===== src/rtl/cbs_pkg.sv =====
package cbs_pkg;
  localparam int CBS_FRAC_W = 8;
  typedef enum logic {PK_IDLE = 1'b0, PK_SEND = 1'b1} pk_state_e;
endpackage


===== src/rtl/cbs_credit.sv =====
module cbs_credit #(
  parameter int PCT_W  = 7,
  parameter int FRAC_W = 8,
  parameter int CRED_W = 24
) (
  input  logic                     clk,
  input  logic                     rst,
  input  logic                     shaped,
  input  logic [PCT_W-1:0]         pct,
  input  logic                     waiting,
  input  logic                     sending,
  output logic signed [CRED_W-1:0] credit
);
  localparam int SW = PCT_W + FRAC_W;
  localparam logic signed [CRED_W:0] RATE_S = (CRED_W+1)'(1) << FRAC_W;
  localparam logic signed [CRED_W:0] CMAX = {2'b00, {(CRED_W-1){1'b1}}};
  localparam logic signed [CRED_W:0] CMIN = {2'b11, {(CRED_W-1){1'b0}}};

  logic [SW-1:0]            idle_u;
  logic signed [CRED_W:0]   idle_s, cur_x, sum, sat, nxt;

  assign idle_u = {pct, {FRAC_W{1'b0}}} / SW'(100);
  assign idle_s = signed'({{(CRED_W+1-SW){1'b0}}, idle_u});
  assign cur_x  = {credit[CRED_W-1], credit};

  always_comb begin
    if (sending) sum = cur_x + idle_s - RATE_S;
    else         sum = cur_x + idle_s;
    if (sum > CMAX)      sat = CMAX;
    else if (sum < CMIN) sat = CMIN;
    else                 sat = sum;
  end

  always_comb begin
    if (!shaped)                    nxt = '0;
    else if (sending || waiting)    nxt = sat;
    else if (cur_x > 0)             nxt = '0;
    else if (sat > 0)               nxt = '0;
    else                            nxt = sat;
  end

  always_ff @(posedge clk) begin
    if (rst) credit <= '0;
    else     credit <= nxt[CRED_W-1:0];
  end
endmodule


===== src/rtl/cbs_pick.sv =====
module cbs_pick #(
  parameter int NUM_Q = 4,
  parameter int QI_W  = 2
) (
  input  logic [NUM_Q-1:0] elig_shaped,
  input  logic [NUM_Q-1:0] elig_strict,
  output logic             pick_vld,
  output logic [QI_W-1:0]  pick_idx
);
  always_comb begin
    pick_vld = 1'b0;
    pick_idx = '0;
    for (int i = 0; i < NUM_Q; i++) begin
      if (elig_strict[i]) begin
        pick_vld = 1'b1;
        pick_idx = QI_W'(i);
      end
    end
    for (int i = 0; i < NUM_Q; i++) begin
      if (elig_shaped[i]) begin
        pick_vld = 1'b1;
        pick_idx = QI_W'(i);
      end
    end
  end
endmodule


===== src/rtl/cbs_pkt_timer.sv =====
module cbs_pkt_timer #(
  parameter int LEN_W = 12,
  parameter int QI_W  = 2
) (
  input  logic             clk,
  input  logic             rst,
  input  logic             pick_vld,
  input  logic [QI_W-1:0]  pick_idx,
  input  logic [LEN_W-1:0] pick_len,
  output logic             grant,
  output logic [QI_W-1:0]  grant_q,
  output logic             busy
);
  import cbs_pkg::*;
  pk_state_e        st;
  logic [LEN_W-1:0] left;

  assign busy = (st == PK_SEND);

  always_ff @(posedge clk) begin
    if (rst) begin
      st      <= PK_IDLE;
      left    <= '0;
      grant   <= 1'b0;
      grant_q <= '0;
    end else begin
      grant <= 1'b0;
      case (st)
        PK_IDLE: if (pick_vld) begin
          st      <= PK_SEND;
          grant   <= 1'b1;
          grant_q <= pick_idx;
          left    <= (pick_len == '0) ? LEN_W'(1) : pick_len;
        end
        default: begin
          left <= left - LEN_W'(1);
          if (left == LEN_W'(1)) st <= PK_IDLE;
        end
      endcase
    end
  end
endmodule


===== src/rtl/egress_cbs_sel.sv =====
module egress_cbs_sel #(
  parameter int NUM_Q  = 4,
  parameter int PCT_W  = 7,
  parameter int LEN_W  = 12,
  parameter int CRED_W = 24,
  parameter int QI_W   = $clog2(NUM_Q)
) (
  input  logic                   clk,
  input  logic                   rst,
  input  logic [NUM_Q-1:0]       shape_en,
  input  logic [NUM_Q*PCT_W-1:0] pct,
  input  logic [NUM_Q-1:0]       q_valid,
  input  logic [NUM_Q*LEN_W-1:0] q_len,
  output logic                   grant,
  output logic [QI_W-1:0]        grant_q,
  output logic                   busy
);
  import cbs_pkg::*;

  logic [NUM_Q-1:0]        shape_eff;
  logic [NUM_Q-1:0]        sending;
  logic [NUM_Q-1:0]        elig_shaped, elig_strict;
  logic [NUM_Q*CRED_W-1:0] cred_flat;
  logic                    pick_vld;
  logic [QI_W-1:0]         pick_idx;
  logic [LEN_W-1:0]        pick_len;

  assign shape_eff[NUM_Q-1] = shape_en[NUM_Q-1];

  for (genvar g = 0; g < NUM_Q; g++) begin : g_q
    logic signed [CRED_W-1:0] cr;
    if (g < NUM_Q-1) begin : g_run
      assign shape_eff[g] = shape_en[g] & shape_eff[g+1];
    end
    assign sending[g] = busy && (grant_q == QI_W'(g));
    cbs_credit #(.PCT_W(PCT_W), .FRAC_W(CBS_FRAC_W), .CRED_W(CRED_W)) u_cred (
      .clk     (clk),
      .rst     (rst),
      .shaped  (shape_eff[g]),
      .pct     (pct[g*PCT_W +: PCT_W]),
      .waiting (q_valid[g] && !sending[g]),
      .sending (sending[g]),
      .credit  (cr)
    );
    assign cred_flat[g*CRED_W +: CRED_W] = cr;
    assign elig_shaped[g] = shape_eff[g] && q_valid[g] && !cr[CRED_W-1];
    assign elig_strict[g] = !shape_eff[g] && q_valid[g];
  end

  cbs_pick #(.NUM_Q(NUM_Q), .QI_W(QI_W)) u_pick (
    .elig_shaped (elig_shaped),
    .elig_strict (elig_strict),
    .pick_vld    (pick_vld),
    .pick_idx    (pick_idx)
  );

  assign pick_len = q_len[pick_idx*LEN_W +: LEN_W];

  cbs_pkt_timer #(.LEN_W(LEN_W), .QI_W(QI_W)) u_tmr (
    .clk      (clk),
    .rst      (rst),
    .pick_vld (pick_vld),
    .pick_idx (pick_idx),
    .pick_len (pick_len),
    .grant    (grant),
    .grant_q  (grant_q),
    .busy     (busy)
  );
endmodule


===== config.mk =====
export PLATFORM = sky130hd
export DESIGN_NAME = egress_cbs_sel
export DESIGN_NICKNAME = d
export VERILOG_FILES = /design/src/rtl/cbs_pkg.sv /design/src/rtl/cbs_credit.sv /design/src/rtl/cbs_pick.sv /design/src/rtl/cbs_pkt_timer.sv /design/src/rtl/egress_cbs_sel.sv
export SDC_FILE = /design/constraint.sdc
export NUM_CORES = 1
export LEC_CHECK = 0
export ABC_CLOCK_PERIOD_IN_PS = 29000
export CAP_MARGIN = 15
export CELL_PAD_IN_SITES_DETAIL_PLACEMENT = 0
export CELL_PAD_IN_SITES_GLOBAL_PLACEMENT = 2
export CORE_UTILIZATION = 40
export CTS_BUF_LIST = sky130_fd_sc_hd__clkbuf_4
export CTS_CLUSTER_DIAMETER = 30
export DETAILED_ROUTE_END_ITERATION = 10
export PLACE_DENSITY_LB_ADDON = 0.08
export SLEW_MARGIN = 10
export SYNTH_ARGS = -nofsm -noshare
export SYNTH_HDL_FRONTEND = slang
export SYNTH_SLANG_ARGS = --single-unit

===== constraint.sdc =====
create_clock -name clk -period 29 [get_ports clk]
set_input_delay 5.8 -clock clk [delete_from_list [all_inputs] [get_ports clk]]
set_output_delay 5.8 -clock clk [all_outputs]
set_load 0.01 [all_outputs]

==> impl_metrics.toml <==
[detailed_routing]
number_of_iterations_in_the_first_detailed_routing_pass = 8
vias_per_cell = 5.99
route.antenna.remaining_nets = 0
highest_layer = "met4"
route.detailed.wl_per_inst_um = 16.7
drt_drc_violations_left = 6
wirelength_um = 47200
met2RoutedLength_um = 21100
met1_length_um = 24200
via_count = 16900
detailroute.wirelength.met3_um = 1540
first_iter_violations = 1207

[global_routing]
globalRouteTotalUtil = 0.219
antenna_found_initial = 1
largest_net_degree_at_the_start_of_global_routing = 40
grt_pass1_vias = 15600
grt_first_pass_wirelength_um = 78500
overflow = 0

[placed_design]
placedInstanceArea_um2 = 17800
dp_worst_setup_slack_ps = 7900
place_hpwl_um = 36700
buffer_ports.inserted = 89
finalWeightedCongestion = 0.841
dp.cells = 2811

[setup_path]
r2r_slack_ps = 22680
path_delay_family = "simple AND/OR/NAND/NOR gates"
critical_path.most_common_cell = "ha_1"
worst-path-max-fanout = 20
critical_path_cell_with_the_highest_stage_delay = "clkdlybuf4s50_1"
timing.critical_path.from_type = "primary input"
required_ps = 29460
timing.critical_path.buf_inv = 10
delay_contributed_by_the_slowest_stage_of_the_critical_path_ps = 900
worstPathArrival_ps = 21310
critPathCaptureType = "flop"
crit_type = "in -> reg"

[logic_synthesis]
syn_avg_cell_area_um2 = 7.25
ys.warnings.count = 0
synth.net_count = 2461
synthesis.instances = 2305
synth.lib_cells_used.distinct = 133
ys_seq_elements = 112
top_flip_flop_cell_by_instance_count_after_synthesis = "dfxtp_1"
synth_seq_area_share = 0.134
asyncSetResetFlopFracSynth = 0
cell_area_after_synthesis_um2 = 16700
synth-edff-count = 0

[clock_tree]
clkLatencyLatePin_ps = 490
number_of_h_tree_branching_levels = 3
cts_sinks = 112
cts_tree = "yes"
cts.reportedPaths.clkPinSlew_ps = 190
max-clock-path-buffers = 2
cts-buffers-inserted = 9
postCtsResizedCells = 0
cts.root.buffer_cell = "clkbuf_4"
post-cts-setup-buffer-count = 0
hold_buffers = 0

[sta]
report.final.slew_viol_count = 0
worst_pin_slew_ps = 1110
hold_ws_ps = 539
finalSetupViolCount = 0
final.min_clock_period_ps = 20860
grt_setup_unrepaired = "no"
final.setup.tns_ps = 0
post-route-period-util = 0.719
post-route-worst-setup-slack_ps = 8140
max_freq_ghz = 0.0479
relSlewSlack = 0.253
final-hold-violation-count = 0
clock_skew_ps = 22.2

[die]
starting_density_of_the_core = 0.407
floorplan.core_area_um2 = 41000
floorplan.die_area_um2 = 42600
fp.dieW_um = 206
std_cell_rows = 74
die_h_um = 206
io-pin-count = 90

[layout]
n_fill_cell = 4283
utilization = 0.438
final_layout_size_suffix_gt1_frac = 0.0705
area.growth.synth_to_final_pct = 7.60
layout.cell_area.non_filler_um2 = 18000
final_instance_count_excl_fillers = 2830
fin_nets = 2448

[status]
failed_checks = "design-rule violations"
status = "finished with violations"

[power_and_ir_drop]
power.ir.vdd_worst_uv = 29.4
total_chip_power_mw = 1.03
pwr_density_nw_per_um2 = 57.5
power_leakage_nw = 6.63

[hold_path]
hold_path.class = "reg -> reg"

[job]
maxCapViolCount = 0
-- area by class of cell --
| cell class | instances | area, um2 | share of cell area |
|---|---|---|---|
| tap | 532 | 666 | 0.0370 |
| antenna | 1 | 2.50 | 0.000139 |
| inverter | 95 | 364 | 0.0203 |
| timing repair buffer | 99 | 967 | 0.0538 |
| sequential | 112 | 2240 | 0.125 |
| clock inverter | 7 | 93.8 | 0.00522 |
| multi-input combinational | 1975 | 13600 | 0.755 |
| clock buffer | 9 | 67.6 | 0.00376 |
-- state kept, by name (all words and copies together) (netlist names) --
signal / count
g_q.u_cred.credit: 96
u_tmr.grant: 1
u_tmr.busy: 1
u_tmr.grant_q: 2
u_tmr.left: 12
-- metal layers --
layer | track usage | vias to the layer above
met4 | 0.0352 | 0
met1 | 0.319 | 7954
met2 | 0.353 | 330
li1 | - | 8639
met3 | 0.0194 | 20
met5 | 0 | -
-- power breakdown --
group | internal (mW) | switching, mW
Combinational | 0.318 | 0.454
Clock | 0.0350 | 0.0570
Sequential | 0.161 | 0.00773
Total | 0.513 | 0.519
-- worst reg2reg max path: cells and delay by family, from the launching register on --
| kind | cells | cell delay [ps] |
|---|---|---|
| flip-flops | 1 | 360 |
| XOR/XNOR | 1 | 440 |
| AND/OR/NAND/NOR | 4 | 1000 |
| adder cells (fa/ha/maj) | 2 | 620 |
| AO/OA/AOI/OAI | 13 | 3840 |
-- final timing paths --
| kind | start | depth (start not counted) | endpoint |
|---|---|---|---|
| max | pct[12] | 59 | g_q[1].u_cred.credit[21]$_SDFF_PP0_ |
| min | u_tmr.left[2]$_SDFFE_PP0P_ | 2 | u_tmr.left[2]$_SDFFE_PP0P_ |
| max reg2reg | g_q[3].u_cred.credit[0]$_SDFF_PP0_ | 20 | g_q[3].u_cred.credit[1]$_SDFF_PP0_ |
| min reg2reg | u_tmr.left[2]$_SDFFE_PP0P_ | 2 | u_tmr.left[2]$_SDFFE_PP0P_ |
-- cell usage after synthesis (all sizes together), types with 15 or more instances --
master	number	share of area
nor2	207	0.047
nand2	196	0.046
a21oi	161	0.049
xnor2	123	0.065
dfxtp	112	0.13
o21ai	108	0.033
nand3	92	0.029
inv	91	0.021
clkbuf	83	0.019
nor3	79	0.028
ha	66	0.049
mux2i	53	0.033
maj3	48	0.029
o211ai	46	0.021
nor4	42	0.020
buf	40	0.014
nor2b	38	0.014
and3	37	0.014
a211oi	36	0.017
o21bai	35	0.016
xor2	35	0.018
a31oi	34	0.013
or3	33	0.013
a21o	32	0.014
and2	31	0.012
nand2b	31	0.012
nand4	30	0.012
o21a	30	0.014
mux2	22	0.016
or2	21	0.0079
o31ai	20	0.010
o22ai	19	0.0079
a21boi	15	0.0070
-- cell families (layout without fill, tap and decap cells) --
group           after synthesis  count (layout)  share of synthesized area
other cells                   0               1                          0
mux                          75              75                     0.0488
compound gates              720             720                      0.310
flops                       112             112                      0.134
xor+xnor                    158             158                     0.0829
buf+inv                     218             210                     0.0548
simple gates                904             904                      0.287
fa+ha+maj                   118             118                     0.0830
-- placed cells by master, fill, tap and decap left out, types with 34 or more instances in the layout --
cell             Yosys  layout
a211oi_1            34      34
a21oi_1            158     157
and3_1              36      36
clkdlybuf4s50_1      0      89
dfxtp_1            112     112
ha_1                66      66
inv_1               79      79
maj3_1              48      48
mux2i_1             51      51
nand2_1            190     190
nand3_1             90      90
nor2_1             206     206
nor2b_1             38      38
nor3_1              71      71
nor4_1              35      35
o211ai_1            45      45
o21ai_0             91      91
o21bai_1            34      34
xnor2_1            123     122
xor2_1              35      35
(Power assumes the default switching activity.)
